**config.mk**
```make
export PLATFORM = sky130hd
export DESIGN_NAME = ckstop_ctrl
export DESIGN_NICKNAME = d
export VERILOG_FILES = /design/src/rtl/ckstop_pkg.sv /design/src/rtl/ckstop_window_timer.sv /design/src/rtl/ckstop_idle_filter.sv /design/src/rtl/ckstop_clk_gate.sv /design/src/rtl/ckstop_ctrl.sv
export SDC_FILE = /design/constraint.sdc
export NUM_CORES = 1
export LEC_CHECK = 0
export BUFFER_PORTS_ARGS = -buffer_cell sky130_fd_sc_hd__buf_2
export CAP_MARGIN = 5
export CORE_MARGIN = 5
export CORE_UTILIZATION = 50
export CTS_BUF_LIST = sky130_fd_sc_hd__clkbuf_2
export CTS_CLUSTER_DIAMETER = 120
export DETAILED_ROUTE_END_ITERATION = 10
export GPL_ROUTABILITY_DRIVEN = 0
export GPL_TIMING_DRIVEN = 0
export MAX_ROUTING_LAYER = met4
export PLACE_DENSITY = 0.87
export SETUP_SLACK_MARGIN = 0.15
export SLEW_MARGIN = 20
export SYNTH_ARGS = -nofsm -noshare
export SYNTH_HDL_FRONTEND = slang
export SYNTH_SLANG_ARGS = --single-unit
```
**constraint.sdc**
```tcl
create_clock -name clk -period 2.35 [get_ports clk]
set_input_delay 0.235 -clock clk [delete_from_list [all_inputs] [get_ports clk]]
set_output_delay 0.235 -clock clk [all_outputs]
set_load 0.03 [all_outputs]
```
**src/rtl/ckstop_pkg.sv**
```systemverilog
package ckstop_pkg;

    typedef enum logic [2:0] {
        CMD_NOP = 3'd0,
        CMD_ACT = 3'd1,
        CMD_RD  = 3'd2,
        CMD_WR  = 3'd3,
        CMD_PRE = 3'd4,
        CMD_REF = 3'd5,
        CMD_MRS = 3'd6
    } mem_cmd_e;

    typedef enum logic [1:0] {
        ST_RUN     = 2'd0,
        ST_STOPPED = 2'd1,
        ST_WAKE    = 2'd2
    } ck_state_e;

endpackage

```
**src/rtl/ckstop_window_timer.sv**
```systemverilog
module ckstop_window_timer
    import ckstop_pkg::*;
#(
    parameter int CNT_W = 8
) (
    input  logic             clk,
    input  logic             rst_n,
    input  logic             load,
    input  logic [2:0]       cmd,
    input  logic [CNT_W-1:0] t_rcd,
    input  logic [CNT_W-1:0] t_rd,
    input  logic [CNT_W-1:0] t_wr,
    input  logic [CNT_W-1:0] t_rp,
    input  logic [CNT_W-1:0] t_rfc,
    input  logic [CNT_W-1:0] t_mrd,
    output logic             done
);
    logic [CNT_W-1:0] window;
    logic [CNT_W-1:0] remain_q;

    // Pick the completion window that belongs to the command being issued.
    always_comb begin
        unique case (cmd)
            CMD_ACT: window = t_rcd;
            CMD_RD:  window = t_rd;
            CMD_WR:  window = t_wr;
            CMD_PRE: window = t_rp;
            CMD_REF: window = t_rfc;
            CMD_MRS: window = t_mrd;
            default: window = '0;
        endcase
    end

    always_ff @(posedge clk or negedge rst_n) begin
        if (!rst_n) begin
            remain_q <= '0;
        end else if (load) begin
            remain_q <= window;
        end else if (remain_q != '0) begin
            remain_q <= remain_q - 1'b1;
        end
    end

    assign done = (remain_q == '0);
endmodule

```
**src/rtl/ckstop_idle_filter.sv**
```systemverilog
module ckstop_idle_filter #(
    parameter int CNT_W = 8
) (
    input  logic             clk,
    input  logic             rst_n,
    input  logic             idle_ok,
    input  logic [CNT_W-1:0] hyst,
    output logic             expired
);
    logic [CNT_W-1:0] idle_cnt_q;

    // Counts consecutive idle cycles; any non-idle cycle starts over.
    always_ff @(posedge clk or negedge rst_n) begin
        if (!rst_n) begin
            idle_cnt_q <= '0;
        end else if (!idle_ok) begin
            idle_cnt_q <= '0;
        end else if (idle_cnt_q < hyst) begin
            idle_cnt_q <= idle_cnt_q + 1'b1;
        end
    end

    assign expired = idle_ok && (idle_cnt_q >= hyst);
endmodule

```
**src/rtl/ckstop_clk_gate.sv**
```systemverilog
module ckstop_clk_gate (
    input  logic clk,
    input  logic rst_n,
    input  logic run_req,
    output logic ck,
    output logic ck_n
);
    logic gate_en_q;

    // The enable is captured on the falling edge, so it only moves while clk is low.
    always_ff @(negedge clk or negedge rst_n) begin
        if (!rst_n) begin
            gate_en_q <= 1'b1;
        end else begin
            gate_en_q <= run_req;
        end
    end

    assign ck   = clk & gate_en_q;
    assign ck_n = ~ck;
endmodule

```
**src/rtl/ckstop_ctrl.sv**
```systemverilog
module ckstop_ctrl
    import ckstop_pkg::*;
#(
    parameter int CNT_W = 8
) (
    input  logic             clk,
    input  logic             rst_n,
    input  logic             stop_en,
    input  logic             req_valid,
    input  logic [2:0]       req_cmd,
    output logic             req_ready,
    input  logic [CNT_W-1:0] cfg_t_rcd,
    input  logic [CNT_W-1:0] cfg_t_rd,
    input  logic [CNT_W-1:0] cfg_t_wr,
    input  logic [CNT_W-1:0] cfg_t_rp,
    input  logic [CNT_W-1:0] cfg_t_rfc,
    input  logic [CNT_W-1:0] cfg_t_mrd,
    input  logic [CNT_W-1:0] cfg_nop_cycles,
    input  logic [CNT_W-1:0] cfg_idle_hyst,
    output logic             mem_ck,
    output logic             mem_ck_n,
    output logic             mem_cke,
    output logic [2:0]       mem_cmd,
    output logic             clk_stopped
);
    localparam logic [CNT_W-1:0] NOP_MIN = CNT_W'(1);

    ck_state_e        state_q, state_d;
    logic [CNT_W-1:0] nop_left_q;
    logic [2:0]       cmd_q;
    logic             timer_done;
    logic             issue;
    logic             idle_ok;
    logic             stop_go;
    logic             wake_go;

    assign req_ready = (state_q == ST_RUN) && timer_done;
    assign issue     = req_valid && req_ready;
    assign idle_ok   = (state_q == ST_RUN) && stop_en && !req_valid && timer_done;
    assign wake_go   = req_valid || !stop_en;

    ckstop_window_timer #(.CNT_W(CNT_W)) timer_i (
        .clk   (clk),
        .rst_n (rst_n),
        .load  (issue),
        .cmd   (req_cmd),
        .t_rcd (cfg_t_rcd),
        .t_rd  (cfg_t_rd),
        .t_wr  (cfg_t_wr),
        .t_rp  (cfg_t_rp),
        .t_rfc (cfg_t_rfc),
        .t_mrd (cfg_t_mrd),
        .done  (timer_done)
    );

    ckstop_idle_filter #(.CNT_W(CNT_W)) idle_i (
        .clk     (clk),
        .rst_n   (rst_n),
        .idle_ok (idle_ok),
        .hyst    (cfg_idle_hyst),
        .expired (stop_go)
    );

    // Next-state logic for RUN_TO_STOPPED, STOPPED_TO_WAKE and WAKE_TO_RUN.
    always_comb begin
        state_d = state_q;
        unique case (state_q)
            ST_RUN:     if (stop_go) state_d = ST_STOPPED;
            ST_STOPPED: if (wake_go) state_d = ST_WAKE;
            ST_WAKE:    if (nop_left_q <= NOP_MIN) state_d = ST_RUN;
            default:    state_d = ST_RUN;
        endcase
    end

    // State register and NOP recovery counter.
    always_ff @(posedge clk or negedge rst_n) begin
        if (!rst_n) begin
            state_q    <= ST_RUN;
            nop_left_q <= '0;
        end else begin
            state_q <= state_d;
            if (state_q == ST_STOPPED && state_d == ST_WAKE) begin
                nop_left_q <= cfg_nop_cycles;
            end else if (state_q == ST_WAKE && nop_left_q != '0) begin
                nop_left_q <= nop_left_q - 1'b1;
            end
        end
    end

    // Registered command bus: NOP on every cycle without an issue.
    always_ff @(posedge clk or negedge rst_n) begin
        if (!rst_n) begin
            cmd_q <= CMD_NOP;
        end else begin
            cmd_q <= issue ? req_cmd : CMD_NOP;
        end
    end

    ckstop_clk_gate gate_i (
        .clk     (clk),
        .rst_n   (rst_n),
        .run_req (state_q != ST_STOPPED),
        .ck      (mem_ck),
        .ck_n    (mem_ck_n)
    );

    assign mem_cmd     = cmd_q;
    assign mem_cke     = 1'b1;
    assign clk_stopped = (state_q == ST_STOPPED);
endmodule

```
==> impl.org, run 1 <==
** Status
- Outcome :: finished, violations left
- Violated checks :: setup timing

** GRT
- The via count of the first global-routing pass came to ~2300.
- Entering global routing, the biggest net connects 31 pins.
- Met3 global-route usage :: 0.0674
- After global routing, the most crowded layer is met2.
- For met1 alone, demand over resource in global routing was 0.242.
- In the global route stage, met2 resource usage came out at 0.317.
- Overall fraction of global-route tracks in use :: 0.209
- For this run the aggregate overflow at the end of global routing stands at 0.
- Wire length of the first global-routing pass :: 9790 um
- Antenna violations before repair :: 0

** Synth
- Area of the mapped netlist :: 2210 um2
- The most used flip-flop cell after synthesis is dfrtp_1.
- Synth warn :: 0
- The number of nets in the synthesized netlist is 337.
- Of all flip-flops after synthesis, the portion carrying an async set or reset was 1.00.
- The number of different library cells used by synthesis comes to 46.
- Synthesized instance count :: around 250
- Average cell area after synthesis :: 8.74 um2
- For this run, the register share of the synthesized area comes to 0.340.
- In this run, synthesis inferred 0 flip-flops with an integrated enable.
- In this run, synthesis produced a sequential element count of 30.

** Setup path
- At the worst endpoint, the arrival time is ~2.7 ns.
- Data on the critical path is required at its endpoint by ~2.1 ns.
- Timing startpoint of the critical path :: gate_i.gate_en_q
- Kind of launch point of the worst setup path :: register
- Worst-path maximum fanout :: 2
- Internal reg-to-reg setup slack :: 0.25 ns
- In this design, the stage delay of the slowest critical-path cell is 0.53 ns.
- Type of the worst setup path :: register to output pin
- CP bufs+invs :: 5
- Launch point of the worst reg-to-reg path :: idle_i.idle_cnt_q[1]
- The cell family contributing the most delay on the critical path is flip-flops.
- Traced cell by cell, the critical path runs through nand2_2 -> clkbuf_2 -> clkbuf_2 -> buf_6 -> inv_4 -> buf_6.
- Endpoint type of the worst setup path :: output pin
- Cell with the biggest individual delay on the critical path :: dfstp_2

** Flow run
- Across the run, the number of max-cap violations was 0.

** Timing
- Final-report hold violation count :: 0
- Max-slew violation total from the final report :: 0
- Worst-margin pin slew :: 0.651 ns
- Setup repair after global routing could not meet its margin everywhere.
- The worst pin sits at a relative slew slack of 0.566.
- The tightest hold path in the finished design has a slack of 0.0340 ns.
- Number of setup violations in the final report :: 3
- Worst Clk Skew :: 0.0259 ns
- After layout, the worst setup slack is -0.608 ns.

** Cells and area
- Relative to the synthesized area, the layout overhead comes to 32.9%.
- Net count of the finished layout :: 446
- Diode count :: 0
- In the final layout, the share of cells above drive strength 1 is 0.342.
- In the final layout, the multi-input gates occupy 1340 um2.
- The layout has ~350 filler cells.
- Summing all flip-flop and latch instances after layout gives 753 um2.

** Clocking
- After clock tree synthesis, the clock-pin slew on the worst setup and hold paths is 0.16 ns.
- TritonCTS built the clock tree.
- Clock latency on the worst-skew pair, taken at its later pin, is 0.49 ns.

** Detailed routing
- Drt pass-1 iters :: 4
- Average detailed-routed wire length per instance :: roughly 14 um
- Routed via count :: 2318
- Number of vias per cell :: 5.59
- The routed design has 5870 um of wire.
- Number of remaining DRC errors :: 0
- Starting DRC count in detailed routing :: between 100 and 150
- Once detail routing completed, the nets flagged for antenna violations numbered 0.

** Power and ir drop
- Summed over all nets, the switching power comes to 0.000746 W.
- Of the total power, combinational logic draws 0.271.
- Sequential share of power :: 0.328
- For this design the ratio of total power to cell area is 700 nW/um2.
- In this run the static leakage power is ~1.4 nW.
- Worst IR Drop VDD :: around 0.55 mV
- Internal power comes to 0.00131 W.
- Power Total :: 0.00206 W
- Of the total power, the share spent switching nets is 0.363.
- Share of power burned in the clock network :: 0.401

** Place
- Total of buffers placed on input and output ports :: 76
- Final HPWL DP :: 4330 um
- Prior to clock tree synthesis, the placed netlist has a worst setup slack of 0.166 ns.

** Floorplan
- The floorplan step defined a core boundary enclosing between 4000 and 5000 um2.
- The die is 76.5 um wide.
- Starting Density :: 0.512
- Die outline height :: 76.5 um
- Total I/O pin count :: 79
- The die covers 5850 um2.
- The floorplan has 24 rows.

** Hold path
- The worst hold path begins at stop_en.
- The path class of the tightest hold or removal check is primary input to register.
==> cells by family after synthesis <==
group,count (synthesis),synth area share
other,1,0.00170
multiplexers,10,0.0492
flip-flops,30,0.340
AND/OR/NAND/NOR,86,0.208
buffers and inverters,30,0.0611
XOR/XNOR,10,0.0396
adder cells (fa/ha/maj),13,0.0735
AO/OA/AOI/OAI,73,0.227
==> synth_stat cells, types with 2 or more instances <==
| cell type | count | share of area |
|---|---|---|
| dfrtp_1 | 29 | 0.33 |
| a21oi_1 | 17 | 0.038 |
| inv_1 | 17 | 0.029 |
| nor2_1 | 16 | 0.027 |
| o21ai_0 | 16 | 0.036 |
| nand2_1 | 15 | 0.025 |
| ha_1 | 13 | 0.074 |
| nand3_1 | 10 | 0.023 |
| nor2b_1 | 10 | 0.028 |
| xnor2_1 | 10 | 0.040 |
| nor3_1 | 8 | 0.018 |
| clkbuf_1 | 7 | 0.012 |
| mux2_2 | 7 | 0.036 |
| o31ai_1 | 6 | 0.020 |
| or4_1 | 6 | 0.020 |
| a221o_1 | 5 | 0.023 |
| a221oi_1 | 5 | 0.020 |
| a22oi_1 | 5 | 0.017 |
| and2_1 | 4 | 0.011 |
| o211ai_1 | 4 | 0.014 |
| a22o_1 | 3 | 0.012 |
| and3_1 | 3 | 0.0085 |
| buf_2 | 3 | 0.0068 |
| mux2i_1 | 3 | 0.014 |
| nand4_1 | 3 | 0.0085 |
| nor4_1 | 3 | 0.0085 |
| a211oi_1 | 2 | 0.0068 |
| a21o_1 | 2 | 0.0068 |
| buf_6 | 2 | 0.010 |
| nand2b_1 | 2 | 0.0057 |
| nor3b_1 | 2 | 0.0068 |
==> area by class of cell <==
type                            instances  share of cell area
Buffer                                 13              0.0243
Sequential cell                        30               0.256
Clock buffer                           20              0.0404
Timing Repair Buffer                   87               0.167
Inverter                               15              0.0191
Clock inverter                          5              0.0170
Tap cell                               52              0.0221
Multi-Input combinational cell        193               0.454
==> registers in the layout, indices dropped and copies added, names as in the netlist <==
register,cells
gate_i.gate_en_q,1
idle_i.idle_cnt_q,8
mem_cmd,3
nop_left_q,8
state_q,2
timer_i.remain_q,8
==> tightest hold or removal path, cell delays in order <==
cell      delay, ns
buf_2          0.11
nand2b_1       0.08
nor4_1         0.06
==> metal layers <==
layer,up-vias,share of wire
met3,17,0.060
met5,-,0
met4,0,0.022
met2,72,0.49
li1,1152,-
met1,1077,0.42
==> layout by cell type (no fill, tap or decap), drive strengths merged, types with 4 or more instances in the layout <==
| master | synthesis | layout |
|---|---|---|
| a221oi | 5 | 5 |
| nand2 | 15 | 15 |
| a221o | 5 | 5 |
| clkbuf | 7 | 24 |
| o211ai | 4 | 4 |
| nor2 | 16 | 16 |
| inv | 17 | 17 |
| nor2b | 10 | 10 |
| o31ai | 6 | 6 |
| nor3 | 8 | 8 |
| dlygate4sd3 | 0 | 9 |
| nand3 | 10 | 10 |
| mux2 | 7 | 7 |
| o21ai | 18 | 18 |
| and2 | 4 | 4 |
| dfrtp | 29 | 29 |
| or4 | 7 | 7 |
| a21oi | 18 | 18 |
| buf | 6 | 87 |
| a22oi | 5 | 5 |
| ha | 13 | 13 |
| xnor2 | 10 | 10 |
==> power by group through the flow <==
| stage | Combinational, W | Sequential, W | Clock (W) |
|---|---|---|---|
| floorplan | 0.000364 | 0.000667 | 0.000119 |
| global placement | 0.000469 | 0.000684 | 0.000147 |
| detailed placement | 0.000491 | 0.000685 | 0.000147 |
| CTS | 0.000503 | 0.000678 | 0.000809 |
| global route | 0.000623 | 0.000682 | 0.000878 |
| finish | 0.000557 | 0.000674 | 0.000825 |
==> timing repair <==
action / CTS / global route
setup buffers: 0 / 4
endpoints found under the setup margin: 3 / 14
gates resized for setup: 4 / 6
endpoints found under the hold margin: 37 / 0
hold buffers: 9 / 0
pin swaps: 0 / 1
==> path summary, 6_finish.rpt <==
check / to / depth (start not counted)
hold / removal: state_q[0] / 3
min in group asynchronous: nop_left_q[1] / 2
hold reg to reg: timer_i.remain_q[7] / 1
setup / recovery: mem_ck / 6
max in group asynchronous: gate_i.gate_en_q / 2
setup reg to reg: idle_i.idle_cnt_q[2] / 7
==> metrics by stage <==
stage | util | cells | instance area, um2 | TNS, ns
3_3_place_gp | 0.616 | 381 | 2660 | 0
2_1_floorplan | - | 253 | 2220 | 0
6_report | 0.680 | 415 | 2940 | -1.09
3_5_place_dp | 0.616 | 381 | 2660 | 0
5_1_grt | 0.680 | 415 | 2940 | -1.19
4_1_cts | 0.670 | 411 | 2900 | -1.08
Power figures use the tool's default switching activity.
==> run 2: changes to the inputs <==
--- a/config.mk
+++ b/config.mk
@@ -16,6 +16,7 @@
 export GPL_TIMING_DRIVEN = 0
 export MAX_ROUTING_LAYER = met4
 export PLACE_DENSITY = 0.87
+export RECOVER_POWER = 100
 export SETUP_SLACK_MARGIN = 0.15
 export SLEW_MARGIN = 20
 export SYNTH_ARGS = -nofsm -noshare
==> run 2 against run 1 <==
Compared with the run above:
- the flow finishes with violations (capacitance limit, slew limit, setup timing)
- die area stayed put
- register-to-register slack worse by 0.16 ns
- count of clock-buffer cells in the layout stayed put
- critical path depth stayed put
- non-clock buffer count stayed put
- wire length is 0.19% higher
- final cell count stayed put
- via count is 0.78% higher
- sequential share of layout area is 0.30 points higher
- sequential power hardly changed
- first-iteration DRC count is 5.2% higher
- largest cell class unchanged
- highest routed layer unchanged
==> impl.org, run 2 (synthesized netlist as in run 1, its figures left out) <==
** Status
- Outcome :: finished, violations left (unchanged)
- Violated checks :: capacitance limit, slew limit, setup timing (was setup timing)

** Cells and area
- Fin util :: 0.672 (was 0.680)
- Diode count :: 0 (unchanged)
- Most used cells in the layout excluding fill and tap cells :: buf_2 (70), dfrtp_1 (28), clkbuf_2 (19) (was buf_2 (77), dfrtp_1 (28), a21oi_1 (17), clkbuf_2 (17))
- The total non-filler cell area in the finished layout came to 2910 um2 (was 2940 um2).
- The area taken by multi-input logic gates was 1320 um2 (was 1340 um2).
- Sequential cell area :: 753 um2 (unchanged)
- The post-layout instance count excluding filler cells is 415 (unchanged).
- Area overhead of the layout relative to synthesis :: 31.4% (was 32.9%)
- Biggest regs: idle_i.idle_cnt_q: 8 flops, nop_left_q: 8 flops, timer_i.remain_q: 8 flops (unchanged).
- Fill cell instance count of the final layout :: 361 (was 348)
- The final layout net count is 446 (unchanged).
- The most common library cell in the layout ignoring fill and taps is buf_2 (unchanged).
- Ratio of cells with drive above 1 in the final layout :: 0.317 (was 0.342)

** Clocking
- CTS tree :: yes (unchanged)
- Worst-Skew Late Latency :: 0.48 ns (was 0.49 ns)
- Clk slew on worst S/H paths :: 0.16 ns (about the same)

** Detailed routing
- Number of remaining DRC errors :: 0 (unchanged)
- The residual antenna-violating net count after detailed routing is 0 (unchanged).
- Starting DRC count in detailed routing :: 141 (was 134)
- The routed wirelength normalized by instance count was 14.2 um (was 14.1 um).
- Number of vias per cell :: 5.63 (was 5.59)
- Routed via count :: 2336 (was 2318)
- The total wire length after detailed routing was 5880 um (was 5870 um).
- Drt pass-1 iters :: 4 (unchanged)

** GRT
- The initial antenna violation count came to 0 (unchanged).
- Wire length of the first global-routing pass :: 9790 um (unchanged)
- Number of global-route vias before repair :: 2333 (unchanged)
- Overall fraction of global-route tracks in use :: 0.209 (unchanged)
- Largest net degree at the start of global routing :: 31 (unchanged)
- The total congestion overflow after global routing is 0 (unchanged).

** Setup path
- The slowest cell on the critical path was dfstp_2 (unchanged).
- CP cell instances: nand2_2 -> clkbuf_2 -> clkbuf_2 -> buf_6 -> inv_4 -> buf_6 (unchanged).
- The kind of critical path was register to output pin (unchanged).
- Required time of the critical path :: 2.12 ns (about the same)
- The arrival time at the worst endpoint came to 2.72 ns (about the same).
- The family with the most delay on the worst path was flip-flops (unchanged).
- The count of buffering cells on the critical path with inverters included came to 5 (unchanged).
- Endpoint type of the worst setup path :: output pin (unchanged)
- Kind of launch point of the worst setup path :: register (unchanged)
- Internal reg-to-reg setup slack :: 0.09 ns (was 0.25 ns)
- Worst-path maximum fanout :: 2 (unchanged)
- The largest stage delay on the critical path was 0.53 ns (about the same).

** Timing
- The final max-slew violation count is 31 (was 0).
- Setup repair after global routing missed its margin :: true (unchanged)
- The normalized max-slew margin came to -0.0369 (was 0.566).
- Final-report hold violation count :: 0 (unchanged)
- The total of endpoints with negative setup slack in the final report is 4 (was 3).
- Worst-margin pin slew :: 1.56 ns (was 0.651 ns)
- The worst-case clock skew was 0.0243 ns (was 0.0259 ns).
- Post-layout worst setup margin :: -0.603 ns (was -0.608 ns)

** Place
- The number of I/O port buffers was 76 (unchanged).
- The worst setup timing slack at the placement stage is 0.166 ns (unchanged).
- The total instance count after detailed placement is 381 (unchanged).
- The HPWL reported at the end of detailed placement is 4330 um (unchanged).
- The placed standard-cell area came to 2660 um2 (unchanged).

** Floorplan
- Row Count :: 24 (unchanged)
- The die height was 76.5 um (unchanged).
- The initial cell density of the core was 0.512 (unchanged).
- The horizontal extent of the die came to 76.5 um (unchanged).
- The count of pins on the block boundary is 79 (unchanged).
- Placeable core region :: 4320 um2 (unchanged)
- The overall die area was 5850 um2 (unchanged).

** Flow run
- The max-cap check violation count was 1 (was 0).

** Power and ir drop
- The static leakage was 1.35 nW (was 1.39 nW).
- The peak supply drop was 0.553 mV (was 0.554 mV).
- Pwr per Cell Area :: 692 nW/um2 (was 700 nW/um2)

** Hold path
- The path category of the worst min-delay check is primary input to register (unchanged).
[run 2: metrics by stage]
| stage | power [W] | TNS [ns] | hold slack (ns) |
|---|---|---|---|
| 6_report | 0.00201 | -1.19 | 0.0389 |
| 5_1_grt | 0.00214 | -2.09 | 0.0296 |
| 4_1_cts | 0.00199 | -1.08 | 0.0252 |
| 3_5_place_dp | 0.00132 | 0 | 0.302 |
| 3_3_place_gp | 0.00130 | 0 | 0.297 |
| 2_1_floorplan | 0.00115 | 0 | -0.0606 |
[run 2: path summary, 6_finish.rpt]
path / cells after the start / start / to
min reg2reg: 1 / timer_i.remain_q[7] / timer_i.remain_q[7]
max reg2reg: 8 / nop_left_q[0] / nop_left_q[1]
max in group asynchronous: 2 / rst_n / gate_i.gate_en_q
min in group asynchronous: 2 / rst_n / nop_left_q[1]
max: 6 / gate_i.gate_en_q / mem_ck
min: 3 / stop_en / state_q[0]
[run 2: final cells by class]
type	count	area share
clock buffers	20	0.0409
inverters	15	0.0194
clock inverters	5	0.0172
well taps	52	0.0224
plain buffers	13	0.0220
flip-flops and latches	30	0.259
multi-input cells	193	0.452
repair buffers	87	0.167
[run 2: layer usage]
layer | up-vias | track usage | wire (um)
li1 | 1151 | - | -
met2 | 83 | 0.317 | 2920
met4 | 0 | 0.117 | 128
met3 | 17 | 0.0674 | 355
met1 | 1085 | 0.242 | 2470
met5 | - | - | 0
[run 2: timing repair]
action                                  4_1_cts  5_1_grt
hold buffers                                  9        0
buffers inserted                              0        4
resized for setup                             4        6
endpoints found under the setup margin        3       14
pin swaps                                     0        1
hold endpoints to repair                     37        0
cloned                                        0        0
[run 2: where the power goes]
part	switching, W	total (W)	internal (W)
clock	0.000396	0.000823	0.000427
sequential	0.0000765	0.000672	0.000596
combinational	0.000255	0.000518	0.000262
[run 2: worst register-to-register path, delay by kind of cell (launching register included)]
| kind | cells | cell delay [ns] |
|---|---|---|
| AO/OA/AOI/OAI | 2 | 0.57 |
| adder cells (fa/ha/maj) | 1 | 0.20 |
| buffers and inverters | 2 | 0.42 |
| flip-flops | 1 | 0.44 |
| AND/OR/NAND/NOR | 3 | 0.56 |
